===== src/rtl/coarse_stamp_pkg.sv =====
package coarse_stamp_pkg;

    // Default sizes shared by the block and its bench
    localparam int DEF_CNT_W   = 16;
    localparam int DEF_FINE_W  = 7;
    localparam int DEF_ENC_LAT = 2;

    // State of the hit detector: whether the previous sample held a hit
    typedef struct packed {
        logic prev_hit;
    } sense_st_t;

endpackage


===== src/rtl/stamp_counter.sv =====
module stamp_counter #(
    parameter int CNT_W = 16
) (
    input  logic             clk,
    input  logic             rst,
    output logic [CNT_W-1:0] count_o
);
    typedef struct packed {
        logic [CNT_W-1:0] cnt;
    } cnt_st_t;

    cnt_st_t st_d, st_q;

    always_comb begin
        st_d     = st_q;
        st_d.cnt = st_q.cnt + {{(CNT_W-1){1'b0}}, 1'b1};
        if (rst) st_d.cnt = '0;
    end

    always_ff @(posedge clk) begin
        st_q <= st_d;
    end

    assign count_o = st_q.cnt;


    cnt_step_chk: assert property (@(posedge clk) disable iff (rst)
        1'b1 |=> count_o == $past(count_o) + {{(CNT_W-1){1'b0}}, 1'b1});

endmodule


===== src/rtl/hit_sense.sv =====
module hit_sense
    import coarse_stamp_pkg::*;
(
    input  logic clk,
    input  logic rst,
    input  logic head_i,
    input  logic tail_i,
    output logic first_o
);
    sense_st_t st_d, st_q;
    logic      hit_now;

    always_comb begin
        hit_now       = head_i ^ tail_i;
        first_o       = hit_now & ~st_q.prev_hit;
        st_d          = st_q;
        st_d.prev_hit = hit_now;
        if (rst) st_d.prev_hit = 1'b0;
    end

    always_ff @(posedge clk) begin
        st_q <= st_d;
    end

endmodule


===== src/rtl/align_pipe.sv =====
module align_pipe #(
    parameter int CNT_W = 16,
    parameter int DEPTH = 2
) (
    input  logic             clk,
    input  logic             rst,
    input  logic             flag_i,
    input  logic [CNT_W-1:0] stamp_i,
    output logic             flag_o,
    output logic [CNT_W-1:0] stamp_o,
    output logic             head_flag_o
);
    localparam int LAST = DEPTH - 1;

    typedef struct packed {
        logic [DEPTH-1:0]            flag;
        logic [DEPTH-1:0][CNT_W-1:0] stamp;
    } pipe_st_t;

    pipe_st_t st_d, st_q;

    always_comb begin
        st_d          = st_q;
        st_d.flag[0]  = flag_i;
        st_d.stamp[0] = stamp_i;
        for (int i = 1; i < DEPTH; i++) begin
            st_d.flag[i]  = st_q.flag[i-1];
            st_d.stamp[i] = st_q.stamp[i-1];
        end
        if (rst) begin
            st_d.flag  = '0;
            st_d.stamp = '0;
        end
    end

    always_ff @(posedge clk) begin
        st_q <= st_d;
    end

    assign flag_o      = st_q.flag[LAST];
    assign stamp_o     = st_q.stamp[LAST];
    assign head_flag_o = st_q.flag[0];

endmodule


===== src/rtl/coarse_stamp_latch.sv =====
module coarse_stamp_latch
    import coarse_stamp_pkg::*;
#(
    parameter int CNT_W   = DEF_CNT_W,
    parameter int FINE_W  = DEF_FINE_W,
    parameter int ENC_LAT = DEF_ENC_LAT
) (
    input  logic              clk,
    input  logic              rst,
    input  logic              arr_head,
    input  logic              arr_tail,
    input  logic [FINE_W-1:0] fine_in,
    output logic [CNT_W-1:0]  coarse_out,
    output logic [FINE_W-1:0] fine_out,
    output logic              data_rdy
);
    typedef struct packed {
        logic [CNT_W-1:0]  coarse;
        logic [FINE_W-1:0] fine;
        logic              rdy;
    } out_st_t;

    logic [CNT_W-1:0] count;
    logic             first_hit;
    logic             launch;
    logic [CNT_W-1:0] launch_stamp;
    logic             stage0_flag;
    out_st_t          st_d, st_q;

    stamp_counter #(.CNT_W(CNT_W)) u_cnt (
        .clk     (clk),
        .rst     (rst),
        .count_o (count)
    );

    hit_sense u_sense (
        .clk     (clk),
        .rst     (rst),
        .head_i  (arr_head),
        .tail_i  (arr_tail),
        .first_o (first_hit)
    );

    align_pipe #(.CNT_W(CNT_W), .DEPTH(ENC_LAT)) u_pipe (
        .clk         (clk),
        .rst         (rst),
        .flag_i      (first_hit),
        .stamp_i     (count),
        .flag_o      (launch),
        .stamp_o     (launch_stamp),
        .head_flag_o (stage0_flag)
    );

    always_comb begin
        st_d     = st_q;
        st_d.rdy = launch;
        if (launch) begin
            st_d.coarse = launch_stamp;
            st_d.fine   = fine_in;
        end
        if (rst) st_d = '0;
    end

    always_ff @(posedge clk) begin
        st_q <= st_d;
    end

    assign coarse_out = st_q.coarse;
    assign fine_out   = st_q.fine;
    assign data_rdy   = st_q.rdy;


    equal_ends_chk: assert property (@(posedge clk) disable iff (rst)
        (arr_head == arr_tail) |=> !stage0_flag);


    single_strobe_chk: assert property (@(posedge clk) disable iff (rst)
        data_rdy |=> !data_rdy);


    coarse_latch_chk: assert property (@(posedge clk) disable iff (rst)
        launch |=> data_rdy && coarse_out == $past(launch_stamp));


    hold_chk: assert property (@(posedge clk) disable iff (rst)
        !launch |=> $stable(coarse_out) && $stable(fine_out) && !data_rdy);

endmodule


===== config.mk =====
export PLATFORM = sky130hd
export DESIGN_NAME = coarse_stamp_latch
export DESIGN_NICKNAME = d
export VERILOG_FILES = /design/src/rtl/coarse_stamp_pkg.sv /design/src/rtl/stamp_counter.sv /design/src/rtl/hit_sense.sv /design/src/rtl/align_pipe.sv /design/src/rtl/coarse_stamp_latch.sv
export SDC_FILE = /design/constraint.sdc
export NUM_CORES = 1
export LEC_CHECK = 0
export ABC_AREA = 0
export CAP_MARGIN = 20
export CORE_UTILIZATION = 56
export DETAILED_ROUTE_END_ITERATION = 8
export MAX_ROUTING_LAYER = met4
export PLACE_DENSITY_LB_ADDON = 0.12
export SYNTH_ARGS = -nofsm -noshare
export SYNTH_HDL_FRONTEND = slang
export SYNTH_SLANG_ARGS = --single-unit

===== constraint.sdc =====
create_clock -name clk -period 4.8 [get_ports clk]
set_clock_uncertainty 0.15 [all_clocks]
set_input_delay 0.96 -clock clk [delete_from_list [all_inputs] [get_ports clk]]
set_output_delay 0.96 -clock clk [all_outputs]
set_load 0.005 [all_outputs]

==> metrics.cfg, run 1 <==
[worst_hold_path]
hp-class = reg2reg
hold_start = u_sense.st_q$_SDFF_PP0_

[logic_synthesis]
synth.area.top_cells = dfxtp_1, mux2i_1, nor2b_1
synth_top_area_share_pct = 61.07
avgSynthCellArea_um2 = 10.93
synthCells = 225
synth.distinct_cells = 25
ys_ff_latch = 75
syn_area_mm2 = 0.002459
yosys.area.top_type = dfxtp_1
synthesis.nets = 237
yosys_warnings = 0
seq_area_frac_synth_pct = 61.07

[cts]
clock_path_buffers = 2
ctsHoldBuffers = 0
cts_root_buf = clkbuf_8
post_cts_buffers = 0
cts-buffers-inserted = 9
cts_tree = done
clk_latency_ns = 0.33
cts.sinks = 75
htreeDepth = 3
cts.clk_slew.worst_paths_ns = 0.06
cts_resized = 0

[power_and_ir_drop]
p_int_uw = 857.3
power_leakage_nw = 1.085
power.density_mw_per_mm2 = 360.9
power_mw = 1.074
p_sw_share_pct = 20.17
ir_drop_mv = 0.2200
power.switching_uw = 216.6
power_frac_clock_pct = 36.9
seq_power_share_pct = 59.2
comb_power_share_pct = 3.9

[timing]
drv_slew = 0
finalSetupViolCount = 0
clock.fmax_mhz = 433.6
hold_slack_ns = 0.2472
hold_violations = 0
rsz0062_at_grt = false
relSlewSlack_pct = 61.93
setup-tns-final_ns = 0
tightest_slew_ns = 0.5711
min_period_ns = 2.306
timing.final.crit_share_pct = 48.05

[drt]
wirelength_um = 3641
dr.pass1.iters = 4
routedWlPerCell_um = 11.67
via_count = 1540
ant_nets = 0
remaining_drc_errors = 0
vias_per_cell = 4.936
drtIter0Drc = 76

[run]
maxCapViolCount = 0

[setup_path]
cp.depth = 1
startpoint = coarse_out[3]$_SDFFE_PP0P_
end_kind = primary output
startpoint_type = flip-flop
cp.arrival_ns = 1.20
critical_path.endpoint = coarse_out[3]
reg2reg_slack_ns = 3.00
ff2ff_path_depth = 4
crit_family = buffers and inverters
cp_max_fo = 2
rr_startpoint = u_cnt.count_o[0]$_SDFF_PP0_
cp.required_ns = 3.69
r2r_end = u_cnt.count_o[12]$_SDFF_PP0_
crit_buf_inv = 1
critPathSlowestCell = clkdlybuf4s50_1
crit_chain = clkdlybuf4s50_1
cpPeakStageDelay_ns = 0.53
worstSetupPathType = reg2out

[place]
place_area_mm2 = 0.002820
dp_cells = 300
post-dp-hpwl_um = 2339
gp_congestion = 0.8157
io_buffers = 34

[global_route]
antenna_found_initial = 0
grt_usage_pct = 19.38
grt_max_degree = 42
grt-ovfl-total = 0
grt_pass1_vias = 1456
grt_pass1_wl_um = 6189

[die]
start_util_pct = 59.74
row_count = 23
fp.dieH_um = 68.26
die-area_mm2 = 0.004659
core-area_mm2 = 0.004115
io-pin-count = 35
die_w_um = 68.26

[final_layout]
seqCellArea_mm2 = 0.001501
layout_common_cells = dfxtp_1, nor2_1, nor2b_1, clkdlybuf4s50_1, mux2i_1
layout_commonest_cell = dfxtp_1
areaGrowthSynthToFinish_pct = 21.02
fill_cells = 315
drive_gt1_share_pct = 9.542
fin_cells = 312
fin_area_mm2 = 0.002975
nets = 273
multi_input_area_um2 = 898.4
antenna_cells = 0

[status]
status = finished clean

-- flip-flops by register name, indices dropped and copies added (netlist names) --
| register | flops |
|---|---|
| u_sense.st_q | 1 |
| u_cnt.count_o | 16 |
| u_pipe.st_q | 16 |
| data_rdy | 1 |
| fine_out | 7 |
| u_pipe.flag_o | 1 |
| u_pipe.stamp_o | 16 |
| coarse_out | 16 |
| u_pipe.head_flag_o | 1 |
-- area by class of cell --
type	count	area share [%]
timing repair buffer	36	11.77
tap	50	2.103
multi-input combinational	137	30.19
inverter	2	0.2523
clock buffer	12	5.214
sequential	75	50.46
-- power by group through the flow --
stage / Combinational (mW) / Sequential (mW) / Clock [mW]
6_report: 0.0418 / 0.635 / 0.397
5_1_grt: 0.0470 / 0.636 / 0.434
4_1_cts: 0.0425 / 0.635 / 0.409
3_5_place_dp: 0.0422 / 0.649 / 0
3_3_place_gp: 0.0416 / 0.649 / 0
2_1_floorplan: 0.0266 / 0.649 / 0
-- cell families (layout without fill, tap and decap cells) --
kind of cell / count (synthesis) / count (layout) / synth area share (%)
and+or+nand+nor: 94 / 94 / 20.30
DFF: 75 / 75 / 61.07
muxes: 30 / 30 / 12.57
buffers and inverters: 13 / 50 / 2.392
AOI/OAI and AO/OA: 8 / 8 / 1.730
xor gates and xnor gates: 4 / 4 / 1.425
adders and majority gates: 1 / 1 / 0.5088
-- worst min path at each step --
stage                                          to  slack, ns  depth (start not counted)
finish              u_pipe.head_flag_o$_SDFF_PP0_       0.25                          1
global route        u_pipe.head_flag_o$_SDFF_PP0_       0.27                          1
CTS                 u_pipe.head_flag_o$_SDFF_PP0_       0.25                          1
detailed placement  u_pipe.head_flag_o$_SDFF_PP0_       0.24                          1
global placement    u_pipe.head_flag_o$_SDFF_PP0_       0.23                          1
floorplan           u_pipe.head_flag_o$_SDFF_PP0_       0.23                          1
-- cell usage after synthesis, drive strengths merged --
master	n
o21ai	3
or3	3
nand4	5
mux2	7
or4	1
a21oi	4
clkbuf	3
nor2b	33
nor2	37
nand2	4
buf	8
o31ai	1
ha	1
inv	2
nor3	3
dfxtp	75
nor4	5
xor2	2
nand3	3
mux2i	23
xnor2	2
-- per-layer routing --
metal  part of all wire [%]  global-route usage [%]
met5                      0                       -
met4                    1.7                   10.16
met3                    4.6                   7.667
met2                     49                   29.78
met1                     45                   21.55
-- per-stage QoR --
stage / util, % / worst slack (ns)
after floorplan: - / 2.943
after global placement: 68.53 / 2.515
after detailed placement: 68.53 / 2.515
after CTS: 72.30 / 2.472
after global routing: 72.30 / 2.445
final: 72.30 / 2.494
(Power assumes the default switching activity.)
==> run 2: changes to the inputs <==
CORE_UTILIZATION = 47   (was 56)
clock period = 1.85 ns   (was 4.8 ns; I/O delays follow)
==> metrics.cfg, run 2 (synthesized netlist as in run 1, its figures left out) <==
[status]
status = finished clean

[setup_path]
rr_startpoint = u_cnt.count_o[0]$_SDFF_PP0_
cp_max_fo = 7
worstSetupPathType = reg2reg
cp.required_ns = 1.92
cp.arrival_ns = 1.83
reg2reg_slack_ns = 0.1
startpoint_type = flip-flop
r2r_end = u_cnt.count_o[12]$_SDFF_PP0_
end_kind = flip-flop
ff2ff_path_depth = 4

[final_layout]
antenna_cells = 0
fin_area_mm2 = 0.003134
layout_commonest_cell = dfxtp_1
areaGrowthSynthToFinish_pct = 27.48
layout_common_cells = dfxtp_1, nor2_1, nor2b_1, clkdlybuf4s50_1, mux2i_1
drive_gt1_share_pct = 11.19
nets = 275

[cts]
clock_path_buffers = 2
cts_root_buf = clkbuf_8
htreeDepth = 3
cts-buffers-inserted = 9
cts_tree = done
clk_latency_ns = 0.33
cts.clk_slew.worst_paths_ns = 0.08
cts.sinks = 75
ctsHoldBuffers = 0

[global_route]
grt_max_degree = 28
grt_pass1_wl_um = 6106
grt_usage_pct = 15.60
grt-ovfl-total = 0
grt_pass1_vias = 1407
antenna_found_initial = 0

[worst_hold_path]
hold_start = u_sense.st_q$_SDFF_PP0_
min_to = u_pipe.head_flag_o$_SDFF_PP0_
whs_path_depth = 1
hp-class = reg2reg

[drt]
remaining_drc_errors = 0
routedWlPerCell_um = 10.99
wirelength_um = 3683
vias_per_cell = 4.657
drtIter0Drc = 57
via_count = 1560
dr.pass1.iters = 4
ant_nets = 0

[timing]
hold_violations = 0
clock.fmax_mhz = 570.6
fin_ws_ns = 0.09747
rsz0062_at_grt = false
min_period_ns = 1.753
setup-tns-final_ns = 0
tightest_slew_ns = 0.4605
finalSetupViolCount = 0
drv_slew = 0
timing.final.crit_share_pct = 94.73
relSlewSlack_pct = 69.30

[die]
fp.dieH_um = 74.33
die-area_mm2 = 0.005524
start_util_pct = 50.38
core-area_mm2 = 0.004880
io-pin-count = 35
row_count = 25
die_w_um = 74.33

[power_and_ir_drop]
power_leakage_nw = 1.152
ir_drop_mv = 0.5079
power.density_mw_per_mm2 = 1067
power_mw = 3.343

[place]
post-dp-hpwl_um = 2467
gp_congestion = 0.7933
place_area_mm2 = 0.002869
io_buffers = 34
preCtsSetupSlack_ns = 0.04541

[run]
maxCapViolCount = 0

[run 2: cell count changes in the layout (fill, tap and decap cells not counted)]
cell,change
buf_4,+1
nand4_2,-1
clkbuf_1,+1
nand4_4,+1
clkbuf_8,-2
buf_12,+1
clkinv_2,+1
bufinv_16,+4
[run 2: worst max-delay path by stage]
stage | from | end | slack (ns) | cells past startpoint
after detailed placement | u_cnt.count_o[0]$_SDFF_PP0_ | u_cnt.count_o[12]$_SDFF_PP0_ | 0.05 | 4
after global placement | u_cnt.count_o[0]$_SDFF_PP0_ | u_cnt.count_o[12]$_SDFF_PP0_ | 0.12 | 4
after global routing | u_cnt.count_o[0]$_SDFF_PP0_ | u_cnt.count_o[12]$_SDFF_PP0_ | 0.003 | 4
after floorplan | u_cnt.count_o[0]$_SDFF_PP0_ | u_cnt.count_o[12]$_SDFF_PP0_ | 0.22 | 4
after CTS | u_cnt.count_o[0]$_SDFF_PP0_ | u_cnt.count_o[12]$_SDFF_PP0_ | 0.04 | 4
final | u_cnt.count_o[0]$_SDFF_PP0_ | u_cnt.count_o[12]$_SDFF_PP0_ | 0.1 | 4
[run 2: per-stage QoR]
| stage | instances | hold slack [ns] | util [%] |
|---|---|---|---|
| after floorplan | 225 | 0.2262 | - |
| after global placement | 319 | 0.2312 | 58.79 |
| after detailed placement | 319 | 0.2347 | 58.79 |
| after CTS | 335 | 0.2468 | 64.05 |
| after global routing | 335 | 0.2618 | 64.23 |
| final | 335 | 0.2459 | 64.23 |
[run 2: timing repair]
item / 4_1_cts / 5_1_grt
buffers inserted: 0 / 0
setup endpoints to repair: 0 / 3
gates resized for setup: 0 / 1
[run 2: power breakdown]
part / internal (mW) / switching [mW] / total [mW]
combinational: 0.0618 / 0.0528 / 0.115
clock: 1.03 / 0.547 / 1.58
sequential: 1.64 / 0.0140 / 1.65
[run 2: critical path, cell delays in order (launching register included)]
cell	delay (ns)
dfxtp_1	0.40
ha_1	0.27
nand4_4	0.17
nor4_2	0.30
mux2_2	0.36
[run 2: layer usage]
metal	vias up	GRT usage, %	wire length (µm)
li1	822	-	-
met1	706	18.61	1781
met2	24	22.63	1674
met3	8	4.201	142
met4	0	11.32	85
met5	-	-	0
[run 2: layout make-up]
class                      count  area [µm²]
clock buffer                  11       131.4
clock inverter                 5       125.1
fill                         419        1745
inverter                       2       7.507
multi-input combinational    137       907.1
sequential                    75        1501
tap                           67       83.83
timing repair buffer          38       377.9
==> run 3: changes to the inputs <==
CORE_UTILIZATION = 56   (was 47)
clock period = 2.1 ns   (was 1.85 ns; I/O delays follow)
==> metrics.cfg, run 3 (synthesized netlist as in run 1, its figures left out) <==
[die]
start_util_pct = 59.74
fp.dieH_um = 68.26
die-area_mm2 = 0.004659
die_w_um = 68.26
row_count = 23
core-area_mm2 = 0.004115
io-pin-count = 35

[final_layout]
layout_common_cells = dfxtp_1, nor2_1, nor2b_1, clkdlybuf4s50_1, mux2i_1
fin_cells = 317
areaGrowthSynthToFinish_pct = 21.83
drive_gt1_share_pct = 10.86
fin_area_mm2 = 0.002995
finish.utilization_pct = 72.79
antenna_cells = 0
nets = 275
layout_commonest_cell = dfxtp_1

[worst_hold_path]
hp-class = reg2reg
hold_start = u_sense.st_q$_SDFF_PP0_

[power_and_ir_drop]
power_leakage_nw = 1.100
power.density_mw_per_mm2 = 819.2
ir_drop_mv = 0.5404
power_mw = 2.454

[timing]
rsz0062_at_grt = false
drv_slew = 0
min_period_ns = 1.770
relSlewSlack_pct = 68.56
timing.final.crit_share_pct = 84.29
setup-tns-final_ns = 0
clock.fmax_mhz = 564.9
tightest_slew_ns = 0.4716
fin_ws_ns = 0.3299
finalSetupViolCount = 0
hold_violations = 0
hold_slack_ns = 0.2468

[setup_path]
end_kind = flip-flop
worstSetupPathType = reg2reg
cpPeakStageDelay_ns = 0.38
cp_max_fo = 7
startpoint_type = flip-flop
critPathSlowestCell = dfxtp_1
cp.arrival_ns = 1.84
crit_chain = ha_1 > nand4_2 > nor4_2 > mux2_2
cp.required_ns = 2.17
rr_startpoint = u_cnt.count_o[0]$_SDFF_PP0_
startpoint = u_cnt.count_o[0]$_SDFF_PP0_

[place]
dp_cells = 302
gp_congestion = 0.8086
post-dp-hpwl_um = 2329
preCtsSetupSlack_ns = 0.3267
io_buffers = 34
place_area_mm2 = 0.002835

[global_route]
grt_usage_pct = 17.73
grt_max_degree = 29
antenna_found_initial = 0
grt_pass1_vias = 1322
grt-ovfl-total = 0
grt_pass1_wl_um = 5775

[drt]
wirelength_um = 3552
via_count = 1565
dr.pass1.iters = 4
routedWlPerCell_um = 11.21
remaining_drc_errors = 0
ant_nets = 0
vias_per_cell = 4.937
drtIter0Drc = 76

[cts]
clock_path_buffers = 2
cts.sinks = 75
cts_resized = 0
htreeDepth = 3
cts_root_buf = clkbuf_8
cts_tree = done
post_cts_buffers = 0
cts-buffers-inserted = 9
clk_latency_ns = 0.33
ctsHoldBuffers = 0
cts.clk_slew.worst_paths_ns = 0.07

[run]
maxCapViolCount = 0

[status]
status = finished clean

==> run 3: path summary, 6_finish.rpt <==
check | to | slack, ns | depth (start not counted)
max | u_cnt.count_o[12]$_SDFF_PP0_ | 0.33 | 4
min reg2reg | u_pipe.head_flag_o$_SDFF_PP0_ | 0.25 | 1
max reg2reg | u_cnt.count_o[12]$_SDFF_PP0_ | 0.33 | 4
min | u_pipe.head_flag_o$_SDFF_PP0_ | 0.25 | 1
==> run 3: critical path, delay by kind of cell, from the launching register on <==
family / cells / cell delay [ns]
AND/OR/NAND/NOR: 2 / 0.53
flip-flops: 1 / 0.38
adder cells (fa/ha/maj): 1 / 0.24
multiplexers: 1 / 0.36
==> run 3: routing by layer <==
metal / global-route usage [%] / vias to the layer above / part of all wire (%)
met5: - / - / 0
met4: 7.813 / 0 / 0.28
met3: 7.667 / 2 / 5.4
met2: 25.12 / 29 / 45
met1: 21.70 / 714 / 49
li1: - / 820 / -
==> run 3: cell type report <==
cell class                 count  area, µm²
clock inverter                 3      15.01
tap                           50      62.56
clock buffer                  12      145.1
fill                         312       1120
timing repair buffer          38      365.4
multi-input combinational    137      898.4
sequential                    75       1501
inverter                       2      7.507
==> run 3: power by group <==
group	internal, mW	switching, mW	total (mW)
combinational	0.0523	0.0459	0.0983
sequential	1.44	0.0103	1.45
clock	0.449	0.455	0.904
